`src/rtl/async_tx_pkg.sv`:
```
package async_tx_pkg;
    localparam int MAX_DATA = 9;
    localparam int FRAME_W  = 1 + MAX_DATA + 1 + 2;
    localparam int CNT_W    = $clog2(FRAME_W + 1);

    typedef enum logic [2:0] {
        LEN_7 = 3'b100,
        LEN_8 = 3'b101,
        LEN_9 = 3'b110
    } len_code_e;

    function automatic logic len_code_ok(input logic [2:0] c);
        return (c == LEN_7) || (c == LEN_8) || (c == LEN_9);
    endfunction

    function automatic int len_of(input logic [2:0] c);
        case (c)
            LEN_7:   return 7;
            LEN_8:   return 8;
            default: return 9;
        endcase
    endfunction
endpackage

```
`src/rtl/txe_rate_gen.sv`:
```
module txe_rate_gen #(
    parameter int BRG_W = 8,
    parameter int PRE_W = 8
) (
    input  logic             clk,
    input  logic             rst_n,
    input  logic             ext_sel,
    input  logic [1:0]       src_sel,
    input  logic [BRG_W-1:0] rate_div,
    input  logic             ext_clk,
    output logic             bit_tick
);
    localparam int SUB_W = 4;

    typedef struct packed {
        logic [PRE_W-1:0] pre;
        logic [BRG_W-1:0] div;
        logic [SUB_W-1:0] sub;
        logic [2:0]       ext_s;
        logic             tick;
    } rg_t;

    rg_t q, d;
    logic [3:0] int_tick;
    logic       src_tick;

    for (genvar g = 0; g < 4; g++) begin : g_pre
        localparam int SH = (g == 0) ? 0 : (g == 1) ? 3 : (g == 2) ? 5 : PRE_W;
        if (SH == 0) begin : g_full
            assign int_tick[g] = 1'b1;
        end else begin : g_part
            assign int_tick[g] = &q.pre[SH-1:0];
        end
    end

    assign src_tick = ext_sel ? (q.ext_s[1] & ~q.ext_s[2]) : int_tick[src_sel];

    always_comb begin
        d       = q;
        d.pre   = q.pre + 1'b1;
        d.ext_s = {q.ext_s[1:0], ext_clk};
        d.tick  = 1'b0;
        if (src_tick) begin
            if (q.div == '0) begin
                d.div = rate_div;
                d.sub = q.sub + 1'b1;
                if (q.sub == '1) d.tick = 1'b1;
            end else begin
                d.div = q.div - 1'b1;
            end
        end
    end

    always_ff @(posedge clk or negedge rst_n) begin
        if (!rst_n) q <= '0;
        else        q <= d;
    end

    assign bit_tick = q.tick;

    a_r6_tick_isolated: assert property (@(posedge clk) disable iff (!rst_n)
        bit_tick |=> !bit_tick);
endmodule

```
`src/rtl/txe_frame_pack.sv`:
```
module txe_frame_pack
    import async_tx_pkg::*;
(
    input  logic [MAX_DATA-1:0] data,
    input  logic [6:0]          mode,
    output logic [FRAME_W-1:0]  frame,
    output logic [CNT_W-1:0]    nbits
);
    int   len;
    int   pos;
    logic par;

    always_comb begin
        len   = len_of(mode[2:0]);
        frame = '1;
        frame[0] = 1'b0;
        par   = mode[5];
        for (int i = 0; i < MAX_DATA; i++) begin
            if (i < len) begin
                frame[1+i] = data[i];
                par = par ^ data[i];
            end
        end
        pos = 1 + len;
        if (mode[6]) begin
            frame[pos] = par;
            pos = pos + 1;
        end
        pos   = pos + (mode[4] ? 2 : 1);
        nbits = CNT_W'(pos);
    end
endmodule

```
`src/rtl/txe_shifter.sv`:
```
module txe_shifter
    import async_tx_pkg::*;
(
    input  logic               clk,
    input  logic               rst_n,
    input  logic               bit_tick,
    input  logic               load,
    input  logic [FRAME_W-1:0] frame,
    input  logic [CNT_W-1:0]   nbits,
    output logic               free_at_tick,
    output logic               txd,
    output logic               busy
);
    typedef struct packed {
        logic [FRAME_W-1:0] sh;
        logic [CNT_W-1:0]   left;
        logic               busy;
        logic               txd;
    } sh_t;

    sh_t q, d;
    logic [FRAME_W-1:0] nxt_sh;

    assign free_at_tick = !q.busy || (q.left == '0);
    assign nxt_sh       = {1'b1, q.sh[FRAME_W-1:1]};

    always_comb begin
        d = q;
        if (load) begin
            d.sh   = frame;
            d.left = nbits - 1'b1;
            d.busy = 1'b1;
            d.txd  = frame[0];
        end else if (bit_tick && q.busy) begin
            if (q.left == '0) begin
                d.busy = 1'b0;
                d.txd  = 1'b1;
            end else begin
                d.sh   = nxt_sh;
                d.left = q.left - 1'b1;
                d.txd  = nxt_sh[0];
            end
        end
    end

    always_ff @(posedge clk or negedge rst_n) begin
        if (!rst_n) begin
            q      <= '0;
            q.txd  <= 1'b1;
        end else begin
            q <= d;
        end
    end

    assign txd  = q.txd;
    assign busy = q.busy;

    a_r2_start_low: assert property (@(posedge clk) disable iff (!rst_n)
        load |=> !txd);
    a_r1_idle_high: assert property (@(posedge clk) disable iff (!rst_n)
        !busy |-> txd);
    a_r8_busy_holds: assert property (@(posedge clk) disable iff (!rst_n)
        (busy && !bit_tick) |=> busy);
endmodule

```
`src/rtl/async_tx_engine.sv`:
```
module async_tx_engine
    import async_tx_pkg::*;
#(
    parameter int BRG_W = 8,
    parameter int PRE_W = 8
) (
    input  logic                clk,
    input  logic                rst_n,
    input  logic                wr_en,
    input  logic [MAX_DATA-1:0] wr_data,
    input  logic [6:0]          mode_reg,
    input  logic [1:0]          src_sel,
    input  logic [BRG_W-1:0]    rate_div,
    input  logic                tx_en,
    input  logic                cts_n,
    input  logic                ext_clk,
    output logic                txd,
    output logic                buf_empty,
    output logic                shift_empty
);
    typedef struct packed {
        logic [MAX_DATA-1:0] hold;
        logic                full;
    } hb_t;

    hb_t q, d;
    logic               bit_tick;
    logic               free_at_tick;
    logic               busy;
    logic               fmt_ok;
    logic               load;
    logic [FRAME_W-1:0] frame;
    logic [CNT_W-1:0]   nbits;

    txe_rate_gen #(.BRG_W(BRG_W), .PRE_W(PRE_W)) u_rate (
        .clk      (clk),
        .rst_n    (rst_n),
        .ext_sel  (mode_reg[3]),
        .src_sel  (src_sel),
        .rate_div (rate_div),
        .ext_clk  (ext_clk),
        .bit_tick (bit_tick)
    );

    txe_frame_pack u_pack (
        .data  (q.hold),
        .mode  (mode_reg),
        .frame (frame),
        .nbits (nbits)
    );

    assign fmt_ok = len_code_ok(mode_reg[2:0]);
    assign load   = bit_tick && free_at_tick && q.full && tx_en && !cts_n && fmt_ok;

    always_comb begin
        d = q;
        if (load) begin
            d.full = 1'b0;
        end else if (wr_en && !q.full) begin
            d.full = 1'b1;
            d.hold = wr_data;
        end
    end

    always_ff @(posedge clk or negedge rst_n) begin
        if (!rst_n) q <= '0;
        else        q <= d;
    end

    txe_shifter u_shift (
        .clk          (clk),
        .rst_n        (rst_n),
        .bit_tick     (bit_tick),
        .load         (load),
        .frame        (frame),
        .nbits        (nbits),
        .free_at_tick (free_at_tick),
        .txd          (txd),
        .busy         (busy)
    );

    assign buf_empty   = !q.full;
    assign shift_empty = !busy;

    a_r7_empty_after_load: assert property (@(posedge clk) disable iff (!rst_n)
        load |=> buf_empty);
    a_r9_full_write_ignored: assert property (@(posedge clk) disable iff (!rst_n)
        (!buf_empty && wr_en && !load) |=> (!buf_empty && q.hold == $past(q.hold)));
    a_r11_start_gated: assert property (@(posedge clk) disable iff (!rst_n)
        $fell(shift_empty) |-> ($past(tx_en) && !$past(cts_n)));
    a_r3_start_legal_len: assert property (@(posedge clk) disable iff (!rst_n)
        $fell(shift_empty) |-> len_code_ok($past(mode_reg[2:0])));
endmodule

```
`config.mk`:
```
export PLATFORM = sky130hd
export DESIGN_NAME = async_tx_engine
export DESIGN_NICKNAME = d
export VERILOG_FILES = /design/src/rtl/async_tx_pkg.sv /design/src/rtl/txe_rate_gen.sv /design/src/rtl/txe_frame_pack.sv /design/src/rtl/txe_shifter.sv /design/src/rtl/async_tx_engine.sv
export SDC_FILE = /design/constraint.sdc
export NUM_CORES = 1
export LEC_CHECK = 0
export CELL_PAD_IN_SITES_DETAIL_PLACEMENT = 1
export CELL_PAD_IN_SITES_GLOBAL_PLACEMENT = 1
export CORE_MARGIN = 4
export CORE_UTILIZATION = 47
export DETAILED_ROUTE_END_ITERATION = 8
export PLACE_DENSITY = 0.95
export SKIP_LAST_GASP = 1
export SYNTH_ARGS = -nofsm -noshare
export SYNTH_HDL_FRONTEND = slang
export SYNTH_SLANG_ARGS = --single-unit
```
`constraint.sdc`:
```
create_clock -name clk -period 4.4 [get_ports clk]
set_input_delay 0.88 -clock clk [delete_from_list [all_inputs] [get_ports clk]]
set_output_delay 0.88 -clock clk [all_outputs]
set_load 0.02 [all_outputs]
```
# Word-level counts from Yosys, hierarchy flattened
# Index checks and enable logic that the tools add are counted.
[totals] ff_bits=53
[op_classes] n_addsub=8 magnitude_cmp=12 eq_ne=5 mux=39 bitwise_logic=12 n_reduce_logical=26
[op_table] op="19-bit 2-to-1 mux" n=2
[op_table] op="1-bit 2-to-1 mux" n=28
[op_table] op="17-bit 2-to-1 mux" n=1
[op_table] op="3-bit by 4-bit < comparator with 1-bit output, first input constant" n=4
[op_table] op="13-bit bitwise mux" n=1
[op_table] op="13-bit 2-to-1 mux" n=1
[op_table] op="3-bit equality test, second input constant" n=3
[op_table] op="1-bit XOR" n=9
[op_table] op="4-bit by 1-bit adder with 4-bit output, second input constant" n=2
[op_table] op="8-bit by 1-bit adder with 8-bit output, second input constant" n=1
[op_table] op="1-bit logical AND" n=8
[op_table] op="8-bit logical NOT" n=1
[op_table] op="1-bit by 4-bit < comparator with 1-bit output, first input constant" n=2
[op_table] op="2-bit by 4-bit < comparator with 1-bit output, first input constant" n=2
[op_table] op="8-bit 2-to-1 mux" n=1
[op_table] op="4-bit case mux with 2 select lines" n=1
[op_table] op="2-bit AND reduction" n=4
[op_table] op="8-bit AND reduction" n=1
[op_table] op="4-bit by 1-bit subtractor with 4-bit output, second input constant" n=2
[op_table] op="8-bit by 1-bit subtractor with 8-bit output, second input constant" n=1
[op_table] op="2-bit nonzero test" n=3
[op_table] op="1-bit by 4-bit adder with 5-bit output, first input constant" n=1
[op_table] op="5-bit by 1-bit >= comparator with 1-bit output, second input constant" n=1
[op_table] op="5-bit < comparator, second input constant" n=1
[op_table] op="16 further kinds" n=21

# Depth between registers and ports, before layout
# Gate-level depths: netlist of the first run.
[logic_depth] word_depth=23 ltp_mapped=14 depth_no_buf=14

# Hierarchy
# From an unflattened synthesis of the first run, not the netlist that was laid out.
[unflattened] hier_cells=302 area_unflattened_um2=3114.2
[modules_own_cells] mod="txe_rate_gen" n_inst=1 cells_each=111 area_per_inst_um2=1227.4 seq_area_each_um2=600.6
[modules_own_cells] mod="txe_shifter" n_inst=1 cells_each=104 area_per_inst_um2=963.4 seq_area_each_um2=451.7
[modules_own_cells] mod="txe_frame_pack" n_inst=1 cells_each=59 area_per_inst_um2=478.0 seq_area_each_um2=0.0
[modules_own_cells] mod="async_tx_engine" n_inst=1 cells_each=28 area_per_inst_um2=445.4 seq_area_each_um2=250.2

# Worst setup path before layout of the first run
# OpenSTA, ideal clock, no wires.
[synth_path] path_type="in2reg" from="input mode_reg[2]" to="register u_shift.q[5] in the netlist's numbering" arrival_time_ns=3.147 slack_ns=1.126 path_stages=14 cell_sequence="nor2b_1 -> nand2_1 -> ha_1 -> nor4b_2 -> nand2_1 -> o21ai_0 -> ha_1 -> inv_1 -> ha_1 -> inv_1 -> fa_1 -> xnor2_1 -> xnor2_1 -> a21oi_1"
[synth_via] elab_chain_cells=8 word_cells_on_any_way=16
[synth_lines] item="from (decl)" line_no="async_tx_engine.sv:11" source="input logic [6:0] mode_reg,"
[synth_lines] item="3-bit equality test" line_no="async_tx_pkg.sv:13, async_tx_pkg.sv:17"
[synth_lines] item="4-bit case mux with 2 select lines" line_no="async_tx_pkg.sv:17" source="case (c)"
[synth_lines] item="1-bit by 4-bit adder with 5-bit output" line_no="txe_frame_pack.sv:24" source="pos = 1 + len;"
[synth_lines] item="4-bit by 1-bit adder with 4-bit output" line_no="txe_frame_pack.sv:27" source="pos = pos + 1;"
[synth_lines] item="4-bit 2-to-1 mux" line_no="txe_frame_pack.sv:25" source="if (mode[6]) begin"
[synth_lines] item="4-bit adder" line_no="txe_frame_pack.sv:29" source="pos = pos + (mode[4] ? 2 : 1);"
[synth_lines] item="4-bit by 1-bit subtractor with 4-bit output" line_no="txe_shifter.sv:31" source="d.left = nbits - 1'b1;"
[synth_lines] item="19-bit 2-to-1 mux" line_no="txe_shifter.sv:29" source="if (load) begin"
[synth_lines] item="to (decl)" line_no="txe_shifter.sv:21" source="sh_t q, d;"
# Parallel ways exist; a longest one is shown, timed or not.
# A chain may end at the register's enable or synchronous reset.

# Worst setup path in the final report of the first run
# Same ends and word-level chain as after synthesis.

==> results.sh, run 1 <==
export IMPL_grt_pass1_wl_mm=11.2
export IMPL_cts_sinks=52
export IMPL_diodes=0
export IMPL_area_growth_pct=17.4
export IMPL_wirelength_mm=6.58
export IMPL_worstPathRequired_ns=4.59
export IMPL_post_cts_buffers=0
export IMPL_die_w_um=85.6
export IMPL_worst_slack_ns=0.490
export IMPL_skew_ns=0.00800
export IMPL_final_common_cell="dfrtp_1"
export IMPL_gp_congestion=0.749
export IMPL_critPathMaxFanout=4
export IMPL_syn_area_sq_um=2830
export IMPL_final_hold_violation_count=0
export IMPL_async_reset_ff_share_pct=100
export IMPL_wl_per_cell_um=17.3
export IMPL_arrival_ns=4.10
export IMPL_multi_input_area_sq_um=1420
export IMPL_synthCells=272
export IMPL_ys_seq_area_share_pct=46.0
export IMPL_cts_path_max_buffers=2
export IMPL_vias=2163
export IMPL_hold_buffers=0
export IMPL_ff2ff_path_depth=6
export IMPL_ys_ff_latch=52
export IMPL_final_cell_mix="dfrtp_1 (51), clkdlybuf4s50_1 (33), nand2_1 (24)"
export IMPL_fp_coreArea_sq_um=5680
export IMPL_crit_top_cell="ha_1"
export IMPL_clk_pin_slew_ns=0.09
export IMPL_start_util_pct=49.8
export IMPL_cts_tree="built"
export IMPL_drt_iter0_drc=99
export IMPL_io_pins=35
export IMPL_antenna_found_initial=0
export IMPL_tightest_slew_ns=0.887
export IMPL_nFillCells=632
export IMPL_outcome="finished clean"
export IMPL_cts_buffers=5
export IMPL_port_buffers=34
export IMPL_period_share_pct=88.9
export IMPL_setup_viol=0
export IMPL_start_kind="input pin"
export IMPL_cts_root_buf="clkbuf_8"
export IMPL_drt_pass1_iterations=4
export IMPL_crit_chain="clkdlybuf4s50_1 -> nor2b_1 -> nand2_1 -> ha_1 -> nor4b_2 -> nand2_1 -> o21ai_0 -> ha_1 -> inv_1 -> ha_1 -> inv_1 -> fa_1 -> xnor2_1 -> xnor2_1 -> a21oi_1"
export IMPL_clk_latency_ns=0.31
export IMPL_final_nets=356
export IMPL_slowest_stage="clkdlybuf4s50_1"
export IMPL_num_rows=27
export IMPL_vdd_drop_max_uv=220
export IMPL_die_h_um=85.6
export IMPL_fmax_mhz=256
export IMPL_hpwl_mm=5.07
export IMPL_p_leak_nw=1.47
export IMPL_layout_drive_gt1_share_pct=10.1
export IMPL_gr_total_overflow=0
export IMPL_min_path_type="reg2reg"
export IMPL_ff_latch_area_sq_um=1300
export IMPL_avgSynthCellArea_sq_um=10.4
export IMPL_min_path_cells=0
export IMPL_max_stage_delay_ns=0.51
export IMPL_synthDistinctLibCells=49
export IMPL_criticalPathCategory="in2reg"
export IMPL_die_area_sq_um=7320
export IMPL_syn_num_nets=321
export IMPL_post_cts_resize_count=0
export IMPL_pre_cts_ws_ns=0.150
export IMPL_grtUsageTotal_pct=19.3
export IMPL_final_antenna_net_count=0
export IMPL_setup_tns_ns=0
export IMPL_slew_headroom_pct=40.7
export IMPL_rsz0062_at_grt="no"
export IMPL_ys_flop_type="dfrtp_1"
export IMPL_drv_slew=0
export IMPL_layout_min_cycle_time_ns=3.91
export IMPL_grt_max_degree=53
export IMPL_critPathCaptureType="flop"
export IMPL_drv_cap=0
export IMPL_power_density_nw_per_um2=337
export IMPL_synth_edf_count=0
export IMPL_vias_per_cell=5.69
export IMPL_first_global_vias=2388
export IMPL_ys_warn_count=0
export IMPL_holdWs_ns=0.366
export IMPL_h_tree_depth=2
export IMPL_drcViolationCount=0
sequential cells by signal, summed over array words and instances, names as in the netlist:
name / count
u_rate.q: 21
u_shift.nxt_sh: 12
u_shift.busy: 1
q: 10
u_shift.q: 4
u_shift.txd: 1
u_rate.d: 2
u_rate.bit_tick: 1
layer usage:
| layer | part of all wire, % | up-vias | track usage, % |
|---|---|---|---|
| li1 | - | 1023 | - |
| met1 | 38 | 1089 | 21.2 |
| met2 | 56 | 39 | 37.0 |
| met3 | 3.2 | 12 | 3.36 |
| met4 | 2.3 | 0 | 6.91 |
| met5 | 0 | - | 0 |
worst paths after layout:
kind,to,slack (ns),start
worst min register to register,u_rate.d[3],0.37,u_rate.d[2]
min in group asynchronous,u_shift.nxt_sh[2],0.67,rst_n
max in group asynchronous,u_rate.q[16],3.29,rst_n
worst min-delay path,u_rate.d[3],0.37,u_rate.d[2]
worst max-delay path,u_shift.q[5],0.49,mode_reg[2]
worst max register to register,u_shift.q[3],1.87,u_shift.q[2]
kinds of logic after synthesis:
kind of cell | count (synthesis) | synth area share, %
xor gates and xnor gates | 20 | 6.94
adders and majority gates | 17 | 7.78
DFF | 52 | 46.0
AOI/OAI and AO/OA | 53 | 12.1
buffers and inverters | 26 | 3.76
and+or+nand+nor | 83 | 15.3
muxes | 21 | 8.01
layout make-up:
| class | count | share of cell area [%] |
|---|---|---|
| well taps | 72 | 2.71 |
| inverters | 17 | 1.92 |
| repair buffers | 37 | 10.8 |
| clock buffers | 5 | 2.07 |
| clock inverters | 3 | 0.565 |
| multi-input cells | 194 | 42.7 |
| flip-flops and latches | 52 | 39.2 |
synthesized netlist by cell type (all sizes together), types with 5 or more instances:
library cell / count / area share [%]
dfrtp: 51 / 45
nand2: 24 / 3.2
o21ai: 18 / 3.2
inv: 17 / 2.3
a21oi: 16 / 2.8
ha: 16 / 7.1
nor2: 16 / 2.1
mux2: 13 / 5.2
xnor2: 13 / 4.3
nand3: 9 / 1.6
mux2i: 8 / 2.8
nor3: 7 / 1.4
xor2: 6 / 1.9
buf: 5 / 0.97
nor2b: 5 / 1.1
critical path, delay by kind of cell:
family,cells,cell delay (ns)
buf+inv,3,0.63
xor+xnor,2,0.31
fa+ha+maj,4,1.10
simple gates,4,0.98
compound gates,2,0.19
metrics by stage:
stage	total power, mW	instance area (sq um)	cells	util (%)
5_1_grt	1.20	3320	380	58.5
6_report	1.12	3320	380	58.5
3_3_place_gp	0.835	3230	372	57.0
3_5_place_dp	0.857	3230	372	57.0
2_1_floorplan	0.761	2830	272	-
4_1_cts	1.13	3320	380	58.5
where the power goes:
part / internal, mW / switching [mW]
clock: 0.111 / 0.161
combinational: 0.125 / 0.133
sequential: 0.533 / 0.0564
total: 0.769 / 0.351
(Power assumes the default switching activity.)
==> inputs of run 2 (changes only) <==
CORE_UTILIZATION = 39   (was 47)
PLACE_DENSITY = 0.85   (was 0.95)
clock period = 3.4 ns   (was 4.4 ns; I/O delays follow)
==> results.sh, run 2 (synthesis results as in run 1) <==
export IMPL_worstSetupStartpoint="mode_reg[2]"
export IMPL_io_pins=35
export IMPL_crit_chain="clkdlybuf4s50_1 -> nor2b_2 -> nand2b_1 -> ha_1 -> nor4b_2 -> nand2_1 -> o21ai_0 -> ha_1 -> inv_1 -> ha_1 -> inv_1 -> fa_1 -> xnor2_1 -> xnor2_1 -> a21oi_1"
export IMPL_worst_r2r_endpoint="u_rate.q[5]"
export IMPL_vias_per_cell=5.27
export IMPL_die_h_um=93.2
export IMPL_final_area_sq_um=3460
export IMPL_cts_buffers=5
export IMPL_crit_top_cell="ha_1"
export IMPL_criticalPathCategory="in2reg"
export IMPL_worst_slack_ns=0.167
export IMPL_vias=2191
export IMPL_cts_sinks=52
export IMPL_drv_slew=0
export IMPL_tightest_slew_ns=0.669
export IMPL_largest_reg_flops=21
export IMPL_worstPathRequired_ns=3.59
export IMPL_final_cell_mix="dfrtp_1 (51), clkdlybuf4s50_1 (33), nand2_1 (24)"
export IMPL_critPathMaxFanout=2
export IMPL_power_density_nw_per_um2=448
export IMPL_critPathCaptureType="flop"
export IMPL_grt_pass1_wl_mm=11.0
export IMPL_max_stage_delay_ns=0.48
export IMPL_fp_coreArea_sq_um=6910
export IMPL_vdd_drop_max_uv=249
export IMPL_drt_pass1_iterations=5
export IMPL_drcViolationCount=0
export IMPL_fmax_mhz=309
export IMPL_gr_total_overflow=0
export IMPL_p_total_mw=1.55
export IMPL_arrival_ns=3.42
export IMPL_antenna_found_initial=0
export IMPL_start_util_pct=41.0
export IMPL_start_kind="input pin"
export IMPL_min_path_type="reg2reg"
export IMPL_rsz0062_at_grt="no"
export IMPL_final_antenna_net_count=0
export IMPL_cts_path_max_buffers=2
export IMPL_h_tree_depth=2
export IMPL_wirelength_mm=6.50
export IMPL_drv_cap=0
export IMPL_setup_tns_ns=0
export IMPL_layout_drive_gt1_share_pct=13.4
export IMPL_slew_headroom_pct=55.4
export IMPL_hpwl_mm=4.90
export IMPL_p_leak_nw=1.54
export IMPL_outcome="finished clean"
export IMPL_grtUsageTotal_pct=15.6
export IMPL_final_nets=368
export IMPL_setup_worst_path_end="u_shift.q[5]"
export IMPL_port_buffers=34
export IMPL_wl_per_cell_um=15.6
export IMPL_die_area_sq_um=8680
export IMPL_area_growth_pct=22.5
export IMPL_first_global_vias=2346
export IMPL_drt_iter0_drc=91
export IMPL_largest_register="u_rate.q"
export IMPL_ff2ff_path_depth=9
export IMPL_setup_viol=0
export IMPL_dpl_cell_area_sq_um=3350
export IMPL_r2r_slack_ns=1.07
export IMPL_cts_tree="built"
export IMPL_diodes=0
export IMPL_num_rows=30
export IMPL_clk_pin_slew_ns=0.09
export IMPL_gp_congestion=0.793
export IMPL_holdWs_ns=0.371
export IMPL_skew_ns=0.00602
export IMPL_cts_root_buf="clkbuf_8"
export IMPL_grt_max_degree=53
export IMPL_final_common_cell="dfrtp_1"
export IMPL_die_w_um=93.2
export IMPL_final_hold_violation_count=0
export IMPL_worstReg2RegStart="u_rate.q[16]"
export IMPL_period_share_pct=95.1
export IMPL_clk_latency_ns=0.30
export IMPL_layout_min_cycle_time_ns=3.23
export IMPL_slowest_stage="clkdlybuf4s50_1"
export IMPL_nFillCells=764
export IMPL_post_cts_buffers=0
export IMPL_pre_cts_ws_ns=-0.233
-- run 2: changes by cell type in the layout (fill, tap and decap cells not counted), sizes merged --
cell	previous run	this run
bufinv	0	1
clkinv	3	1
buf	4	16
clkbuf	5	6
-- run 2: metal layers --
layer	up-vias	global-route usage [%]	share of wire, %
met5	-	0	0
met4	0	3.66	0.92
met3	5	2.17	2.4
met2	28	28.6	54
met1	1116	19.4	43
li1	1042	-	-
-- run 2: worst max-delay path: cells and delay by family --
kind	cells	cell delay, ns
compound gates	2	0.17
xor+xnor	2	0.31
fa+ha+maj	4	0.99
buf+inv	3	0.59
simple gates	4	0.67
-- run 2: timing repair --
action	in CTS	in global routing
hold buffers	0	0
gates resized for setup	0	1
setup endpoints to repair	0	1
-- run 2: layout make-up --
class / count / area, sq um / area share, %
clock buffers: 6 / 72.6 / 2.09
clock inverters: 2 / 35.0 / 1.01
inverters: 17 / 63.8 / 1.84
multi-input cells: 194 / 1420 / 41.1
flip-flops and latches: 52 / 1300 / 37.6
well taps: 96 / 120 / 3.47
repair buffers: 49 / 448 / 12.9
-- run 2: through the flow --
stage | util [%] | instances
floorplan | - | 272
global placement | 48.6 | 408
detailed placement | 48.6 | 408
CTS | 50.1 | 416
global route | 50.2 | 416
finish | 50.2 | 416
-- run 2: worst min path at each step --
stage                           start          end  cells after the start
after global placement    u_rate.d[2]  u_rate.d[3]                      0
after global routing      u_rate.d[2]  u_rate.d[3]                      0
after detailed placement  u_rate.d[2]  u_rate.d[3]                      0
after CTS                 u_rate.d[2]  u_rate.d[3]                      0
after floorplan           u_rate.d[2]  u_rate.d[3]                      0
final                     u_rate.d[2]  u_rate.d[3]                      0
-- run 2: where the power goes --
part | switching (mW) | total, mW | internal, mW
registers | 0.0757 | 0.765 | 0.689
logic | 0.182 | 0.362 | 0.180
clock network | 0.206 | 0.425 | 0.219
total | 0.464 | 1.55 | 1.09
